==> config.mk <==
export PLATFORM = sky130hd
export DESIGN_NAME = ddc_tagged_rx
export DESIGN_NICKNAME = d
export VERILOG_FILES = /design/src/rtl/ddc_pkg.sv /design/src/rtl/ddc_phase_seq.sv /design/src/rtl/ddc_qmix.sv /design/src/rtl/ddc_fir_dec.sv /design/src/rtl/ddc_tagged_rx.sv
export SDC_FILE = /design/constraint.sdc
export NUM_CORES = 2
export LEC_CHECK = 0
export BUFFER_PORTS_ARGS = -buffer_cell sky130_fd_sc_hd__buf_4
export CAP_MARGIN = 20
export CORE_MARGIN = 1.5
export CORE_UTILIZATION = 55
export DETAILED_ROUTE_END_ITERATION = 10
export GPL_TIMING_DRIVEN = 0
export PLACE_DENSITY = 0.73
export SLEW_MARGIN = 20
export SYNTH_ARGS = -nofsm -noshare
export SYNTH_HDL_FRONTEND = slang
export SYNTH_HIERARCHICAL = 1
export SYNTH_SLANG_ARGS = --single-unit
==> constraint.sdc <==
create_clock -name clk -period 9.8 [get_ports clk]
set_input_delay 0.98 -clock clk [delete_from_list [all_inputs] [get_ports clk]]
set_output_delay 0.98 -clock clk [all_outputs]
set_load 0.05 [all_outputs]
==> src/rtl/ddc_pkg.sv <==
package ddc_pkg;

    // Position within the four-sample quarter-rate mixing cycle.
    typedef enum logic [1:0] {
        PH_0 = 2'd0,
        PH_1 = 2'd1,
        PH_2 = 2'd2,
        PH_3 = 2'd3
    } ph_e;

    // Operation the mixer applies to one sample.
    typedef enum logic [1:0] {
        MX_ZERO = 2'd0,
        MX_PASS = 2'd1,
        MX_NEG  = 2'd2
    } mix_e;

    localparam int NCH = 2;   // H and V receive paths

endpackage

==> src/rtl/ddc_phase_seq.sv <==
module ddc_phase_seq
    import ddc_pkg::*;
(
    input  logic clk,
    input  logic rst_n,
    input  logic smp_valid,
    output ph_e  phase,
    output mix_e i_mode,
    output mix_e q_mode,
    output logic dec_fire
);

    ph_e state, state_nx;

    // State register
    always_ff @(posedge clk or negedge rst_n) begin
        if (!rst_n) begin
            state <= PH_0;
        end else begin
            state <= state_nx;
        end
    end

    // Next-state logic: advance only on accepted samples
    always_comb begin
        state_nx = state;
        if (smp_valid) begin
            unique case (state)
                PH_0: state_nx = PH_1;
                PH_1: state_nx = PH_2;
                PH_2: state_nx = PH_3;
                PH_3: state_nx = PH_0;
            endcase
        end
    end

    // Output decode
    always_comb begin
        i_mode = MX_ZERO;
        q_mode = MX_ZERO;
        unique case (state)
            PH_0: begin i_mode = MX_PASS; q_mode = MX_ZERO; end
            PH_1: begin i_mode = MX_ZERO; q_mode = MX_NEG;  end
            PH_2: begin i_mode = MX_NEG;  q_mode = MX_ZERO; end
            PH_3: begin i_mode = MX_ZERO; q_mode = MX_PASS; end
        endcase
        dec_fire = smp_valid && (state == PH_3);
    end

    assign phase = state;

endmodule

==> src/rtl/ddc_qmix.sv <==
module ddc_qmix
    import ddc_pkg::*;
#(
    parameter int DW = 16
) (
    input  logic signed [DW-1:0] x,
    input  mix_e                 mode,
    output logic signed [DW-1:0] y
);

    localparam logic signed [DW-1:0] MOST_NEG = {1'b1, {(DW-1){1'b0}}};
    localparam logic signed [DW-1:0] MOST_POS = {1'b0, {(DW-1){1'b1}}};

    logic signed [DW-1:0] x_neg;

    // Negation clipped so the most negative code does not wrap.
    assign x_neg = (x == MOST_NEG) ? MOST_POS : -x;

    always_comb begin
        unique case (mode)
            MX_PASS: y = x;
            MX_NEG:  y = x_neg;
            default: y = '0;
        endcase
    end

endmodule

==> src/rtl/ddc_fir_dec.sv <==
module ddc_fir_dec #(
    parameter int DW    = 16,
    parameter int CW    = 16,
    parameter int TAPS  = 8,
    parameter int SHIFT = 15,
    parameter logic [(TAPS/2)*CW-1:0] HALF_COEFS =
        {16'sd16384, 16'sd12288, 16'sd8192, 16'sd4096}
) (
    input  logic                 clk,
    input  logic                 rst_n,
    input  logic                 shift_en,
    input  logic signed [DW-1:0] din,
    output logic signed [DW-1:0] dout
);

    localparam int HALF = TAPS / 2;
    localparam int PW   = DW + 1;                      // pre-adder width
    localparam int MW   = PW + CW;                     // product width
    localparam int AW   = MW + $clog2(HALF) + 1;       // accumulator width

    logic signed [DW-1:0] dl    [TAPS];
    logic signed [MW-1:0] prods [HALF];
    logic signed [AW-1:0] acc;
    logic signed [AW-1:0] shifted;
    logic [AW-DW:0]       hi_bits;
    logic                 ovf;

    // Delay line, advanced only on accepted samples
    always_ff @(posedge clk or negedge rst_n) begin
        if (!rst_n) begin
            for (int i = 0; i < TAPS; i++) dl[i] <= '0;
        end else if (shift_en) begin
            dl[0] <= din;
            for (int i = 1; i < TAPS; i++) dl[i] <= dl[i-1];
        end
    end

    // Symmetric pairs: one multiply per pair of taps
    for (genvar k = 0; k < HALF; k++) begin : g_pair
        logic signed [CW-1:0] cf;
        logic signed [PW-1:0] pre;
        assign cf  = HALF_COEFS[k*CW +: CW];
        assign pre = {dl[k][DW-1], dl[k]} + {dl[TAPS-1-k][DW-1], dl[TAPS-1-k]};
        assign prods[k] = pre * cf;
    end

    always_comb begin
        acc = '0;
        for (int k = 0; k < HALF; k++) begin
            acc = acc + {{(AW-MW){prods[k][MW-1]}}, prods[k]};
        end
    end

    assign shifted = acc >>> SHIFT;
    assign hi_bits = shifted[AW-1:DW-1];
    assign ovf     = !((&hi_bits) || (~|hi_bits));

    always_comb begin
        if (ovf) begin
            dout = shifted[AW-1] ? {1'b1, {(DW-1){1'b0}}} : {1'b0, {(DW-1){1'b1}}};
        end else begin
            dout = shifted[DW-1:0];
        end
    end

endmodule

==> src/rtl/ddc_tagged_rx.sv <==
module ddc_tagged_rx
    import ddc_pkg::*;
#(
    parameter int DW    = 16,
    parameter int CW    = 16,
    parameter int TAPS  = 8,
    parameter int SHIFT = 15,
    parameter logic [(TAPS/2)*CW-1:0] HALF_COEFS =
        {16'sd16384, 16'sd12288, 16'sd8192, 16'sd4096},
    parameter int TW    = 32,
    parameter int ANGW  = 16,
    parameter int POLW  = 2
) (
    input  logic                   clk,
    input  logic                   rst_n,
    input  logic                   adc_valid,
    input  logic signed [DW-1:0]   adc_h,
    input  logic signed [DW-1:0]   adc_v,
    input  logic [TW-1:0]          time_in,
    input  logic [ANGW-1:0]        az_in,
    input  logic [ANGW-1:0]        el_in,
    input  logic [POLW-1:0]        pol_in,
    output logic                   out_valid,
    output logic signed [DW-1:0]   out_h_i,
    output logic signed [DW-1:0]   out_h_q,
    output logic signed [DW-1:0]   out_v_i,
    output logic signed [DW-1:0]   out_v_q,
    output logic [TW-1:0]          out_time,
    output logic [ANGW-1:0]        out_az,
    output logic [ANGW-1:0]        out_el,
    output logic [POLW-1:0]        out_pol
);

    ph_e  phase;
    mix_e i_mode, q_mode;
    logic dec_fire;
    logic calc_q;

    logic signed [DW-1:0] adc    [NCH];
    logic signed [DW-1:0] mix_i  [NCH];
    logic signed [DW-1:0] mix_q  [NCH];
    logic signed [DW-1:0] filt_i [NCH];
    logic signed [DW-1:0] filt_q [NCH];

    assign adc[0] = adc_h;
    assign adc[1] = adc_v;

    ddc_phase_seq u_seq (
        .clk       (clk),
        .rst_n     (rst_n),
        .smp_valid (adc_valid),
        .phase     (phase),
        .i_mode    (i_mode),
        .q_mode    (q_mode),
        .dec_fire  (dec_fire)
    );

    for (genvar ch = 0; ch < NCH; ch++) begin : g_ch
        ddc_qmix #(.DW(DW)) u_mix_i (.x(adc[ch]), .mode(i_mode), .y(mix_i[ch]));
        ddc_qmix #(.DW(DW)) u_mix_q (.x(adc[ch]), .mode(q_mode), .y(mix_q[ch]));

        ddc_fir_dec #(
            .DW(DW), .CW(CW), .TAPS(TAPS), .SHIFT(SHIFT), .HALF_COEFS(HALF_COEFS)
        ) u_fir_i (
            .clk(clk), .rst_n(rst_n), .shift_en(adc_valid),
            .din(mix_i[ch]), .dout(filt_i[ch])
        );

        ddc_fir_dec #(
            .DW(DW), .CW(CW), .TAPS(TAPS), .SHIFT(SHIFT), .HALF_COEFS(HALF_COEFS)
        ) u_fir_q (
            .clk(clk), .rst_n(rst_n), .shift_en(adc_valid),
            .din(mix_q[ch]), .dout(filt_q[ch])
        );
    end

    // Decimation strobe: one cycle after the fourth sample is in the line
    always_ff @(posedge clk or negedge rst_n) begin
        if (!rst_n) begin
            calc_q <= 1'b0;
        end else begin
            calc_q <= dec_fire;
        end
    end

    // Output and tag registers
    always_ff @(posedge clk or negedge rst_n) begin
        if (!rst_n) begin
            out_valid <= 1'b0;
            out_h_i   <= '0;
            out_h_q   <= '0;
            out_v_i   <= '0;
            out_v_q   <= '0;
            out_time  <= '0;
            out_az    <= '0;
            out_el    <= '0;
            out_pol   <= '0;
        end else begin
            out_valid <= calc_q;
            if (calc_q) begin
                out_h_i  <= filt_i[0];
                out_h_q  <= filt_q[0];
                out_v_i  <= filt_i[1];
                out_v_q  <= filt_q[1];
                out_time <= time_in;
                out_az   <= az_in;
                out_el   <= el_in;
                out_pol  <= pol_in;
            end
        end
    end

endmodule

==> metrics.yaml <==
outcome: "complete, no violations"
grt_pass1_vias: 35200
grt_usage_pct: 25.6
firstDrtPassIters: 5
setup.worst_path.class: "flip-flop to flip-flop"
wl_mm: 115
drt-initial-drc-count: 2056
cts_hold_buf: 0
cts.clk_slew.worst_paths_ns: 0.07
finalCriticalPeriod_ns: 8.21
arrival_ns: 8.72
finalNetCount: 5572
pin_count: 232
grt_max_degree: 87
synth-edff-count: 0
cts_setup_buffers: 0
multi_input_area_um2: 30900
hold_ws_ns: 0.319
vias: 35400
ant_nets: 0
ctsResizeCount: 0
drc: 0
ys.warnings.count: 6
gp_congestion: 0.886
synth_seq_cells: 646
final_hold_viol_count: 0
maxCapViolations: 0
clk_latency_ns: 0.62
viasPerCell: 5.86
cts_tree: "built"
fin_setup_tns_ns: 0
netlist_area_um2: 48900
synth_area_leaders: "dfrtp_1 (33%), mux2_2 (15%), ha_1 (12%)"
antenna_found_initial: 6
drive_above_1_share_pct: 24.2
syn_avg_cell_area_um2: 10.8
htreeDepth: 3
rsz0062_at_grt: "no"
dieArea_um2: 90700
clockRootBuffer: "clkbuf_16"
post-synth-top-area-cell: "dfrtp_1"
io_buffers: 231
nFillCells: 7226
end_kind: "flip-flop"
synth_nets: 5258
critPathMaxStageDelay_ns: 0.54
slew_headroom_pct: 34.6
max_freq_ghz: 0.122
hpwl_mm: 91.0
drt-wirelength-per-cell_um: 19.1
post-route-util_pct: 62.0
critPathSlowestCell: "fa_1"
ys_async_sr_fraction_pct: 100
r2r_cells: 34
netlist.area_leader.share_pct: 33.1
setup_viol: 0
fp.coreArea_um2: 88200
syn_to_final_growth_pct: 12.0
min_period_over_period_pct: 83.8
min_path_type: "primary input to async pin"
seq_area_frac_synth_pct: 33.1
rows: 109
critPathLaunchType: "flip-flop"
grt_pass1_wl_mm: 187
synth_ff_type: "dfrtp_1"
start_util_pct: 55.4
cts.path.max_buffers: 3
critPathMaxFanout: 10
cts_made_buffers: 73
ys_types: 110
finalClockSkew_ns: 0.0195
grt_overflow: 0
slew_viol_final: 0
critPathRequiredTime_ns: 10.31
tightest_slew_ns: 0.972
synth_cells: 4516
die-height_um: 301
regArea_um2: 16200
die_w_um: 301
clock-sinks: 646
-- cells in the mapped netlist, types with 65 or more instances --
| cell | n |
|---|---|
| nor3_1 | 83 |
| fa_1 | 176 |
| a21o_1 | 115 |
| dfrtp_1 | 646 |
| inv_1 | 274 |
| clkbuf_1 | 65 |
| nor2_1 | 192 |
| nand2b_1 | 70 |
| a21oi_1 | 318 |
| xnor2_1 | 186 |
| o21ai_0 | 159 |
| mux2_2 | 634 |
| nand2_1 | 144 |
| ha_1 | 465 |
| xor2_1 | 146 |
-- critical path, delay by kind of cell, from the launching register on --
kind / cells / cell delay (ns)
compound gates: 16 / 3.54
mux: 1 / 0.26
buf+inv: 3 / 0.28
fa+ha+maj: 7 / 2.42
simple gates: 4 / 0.59
xor+xnor: 3 / 0.58
flops: 1 / 0.41
-- logic make-up (layout without fill, tap and decap cells) --
logic type      after synthesis  in the layout  share of synthesized area (%)
compound gates             1036           1036                           14.2
other cells                   0              2                              0
fa+ha+maj                   641            641                           19.1
flops                       646            646                           33.1
mux                         644            644                           14.8
xor+xnor                    332            332                           5.95
buf+inv                     396            762                           3.66
simple gates                821            821                           9.19
-- worst paths after layout --
path / endpoint / from / slack [ns]
min in group clk: out_valid$_DFF_PN0_ / calc_q$_DFF_PN0_ / 0.47
worst min register to register: out_valid$_DFF_PN0_ / calc_q$_DFF_PN0_ / 0.47
max in group asynchronous: out_h_q[14]$_DFFE_PN0P_ / rst_n / 7.48
worst max register to register: out_h_i[10]$_DFFE_PN0P_ / g_ch[0].u_fir_i/dl[32]$_DFFE_PN0P_ / 1.59
worst min-delay path: g_ch[0].u_fir_i/dl[60]$_DFFE_PN0P_ / rst_n / 0.32
worst max-delay path: out_h_i[10]$_DFFE_PN0P_ / g_ch[0].u_fir_i/dl[32]$_DFFE_PN0P_ / 1.59
-- registers in the layout, summed over array words and instances (netlist names) --
signal           flops
out_h_q             16
out_time            32
u_seq/phase          2
out_v_q             16
out_valid            1
out_el              16
out_h_i             16
g_ch.u_fir_i/dl    256
out_az              16
out_v_i             16
out_pol              2
calc_q               1
g_ch.u_fir_q/dl    256
-- routing by layer --
metal  routed length [µm]  track usage [%]
met1                53700             36.0
met3                 6560             4.64
met5                   61                0
met4                 3040             7.92
met2                52100             40.3
-- layout by cell type, fill, tap and decap left out, drive strengths merged, types with 62 or more instances in the layout --
cell	Yosys	routed
a21o	120	120
mux2	634	634
nor3	91	91
inv	274	275
xnor2	186	186
o21ai	184	184
a21oi	332	332
nand2	148	148
xor2	146	146
nand2b	70	70
nor2	192	192
dfrtp	646	646
ha	465	465
clkbuf	75	180
buf	47	286
fa	176	176
a31oi	62	62
-- layout make-up --
cell class / count / area share [%]
tap: 1165 / 2.66
timing repair buffer: 239 / 3.58
inverter: 274 / 1.88
multi-input combinational: 3474 / 56.5
buffer: 122 / 1.39
sequential: 646 / 29.5
antenna: 2 / 0.00914
clock buffer: 105 / 3.98
clock inverter: 22 / 0.443
-- per-stage QoR --
step	area, µm²	worst slack, ns	instances
2_1_floorplan	48900	2.35	4516
3_5_place_dp	52300	1.64	5920
3_3_place_gp	52100	0.467	5912
4_1_cts	54700	1.57	6047
5_1_grt	54700	0.855	6047
6_report	54700	1.59	6049
Power is not shown: default switching activity piles up to over one toggle a cycle in this logic, so the estimate is an artifact.
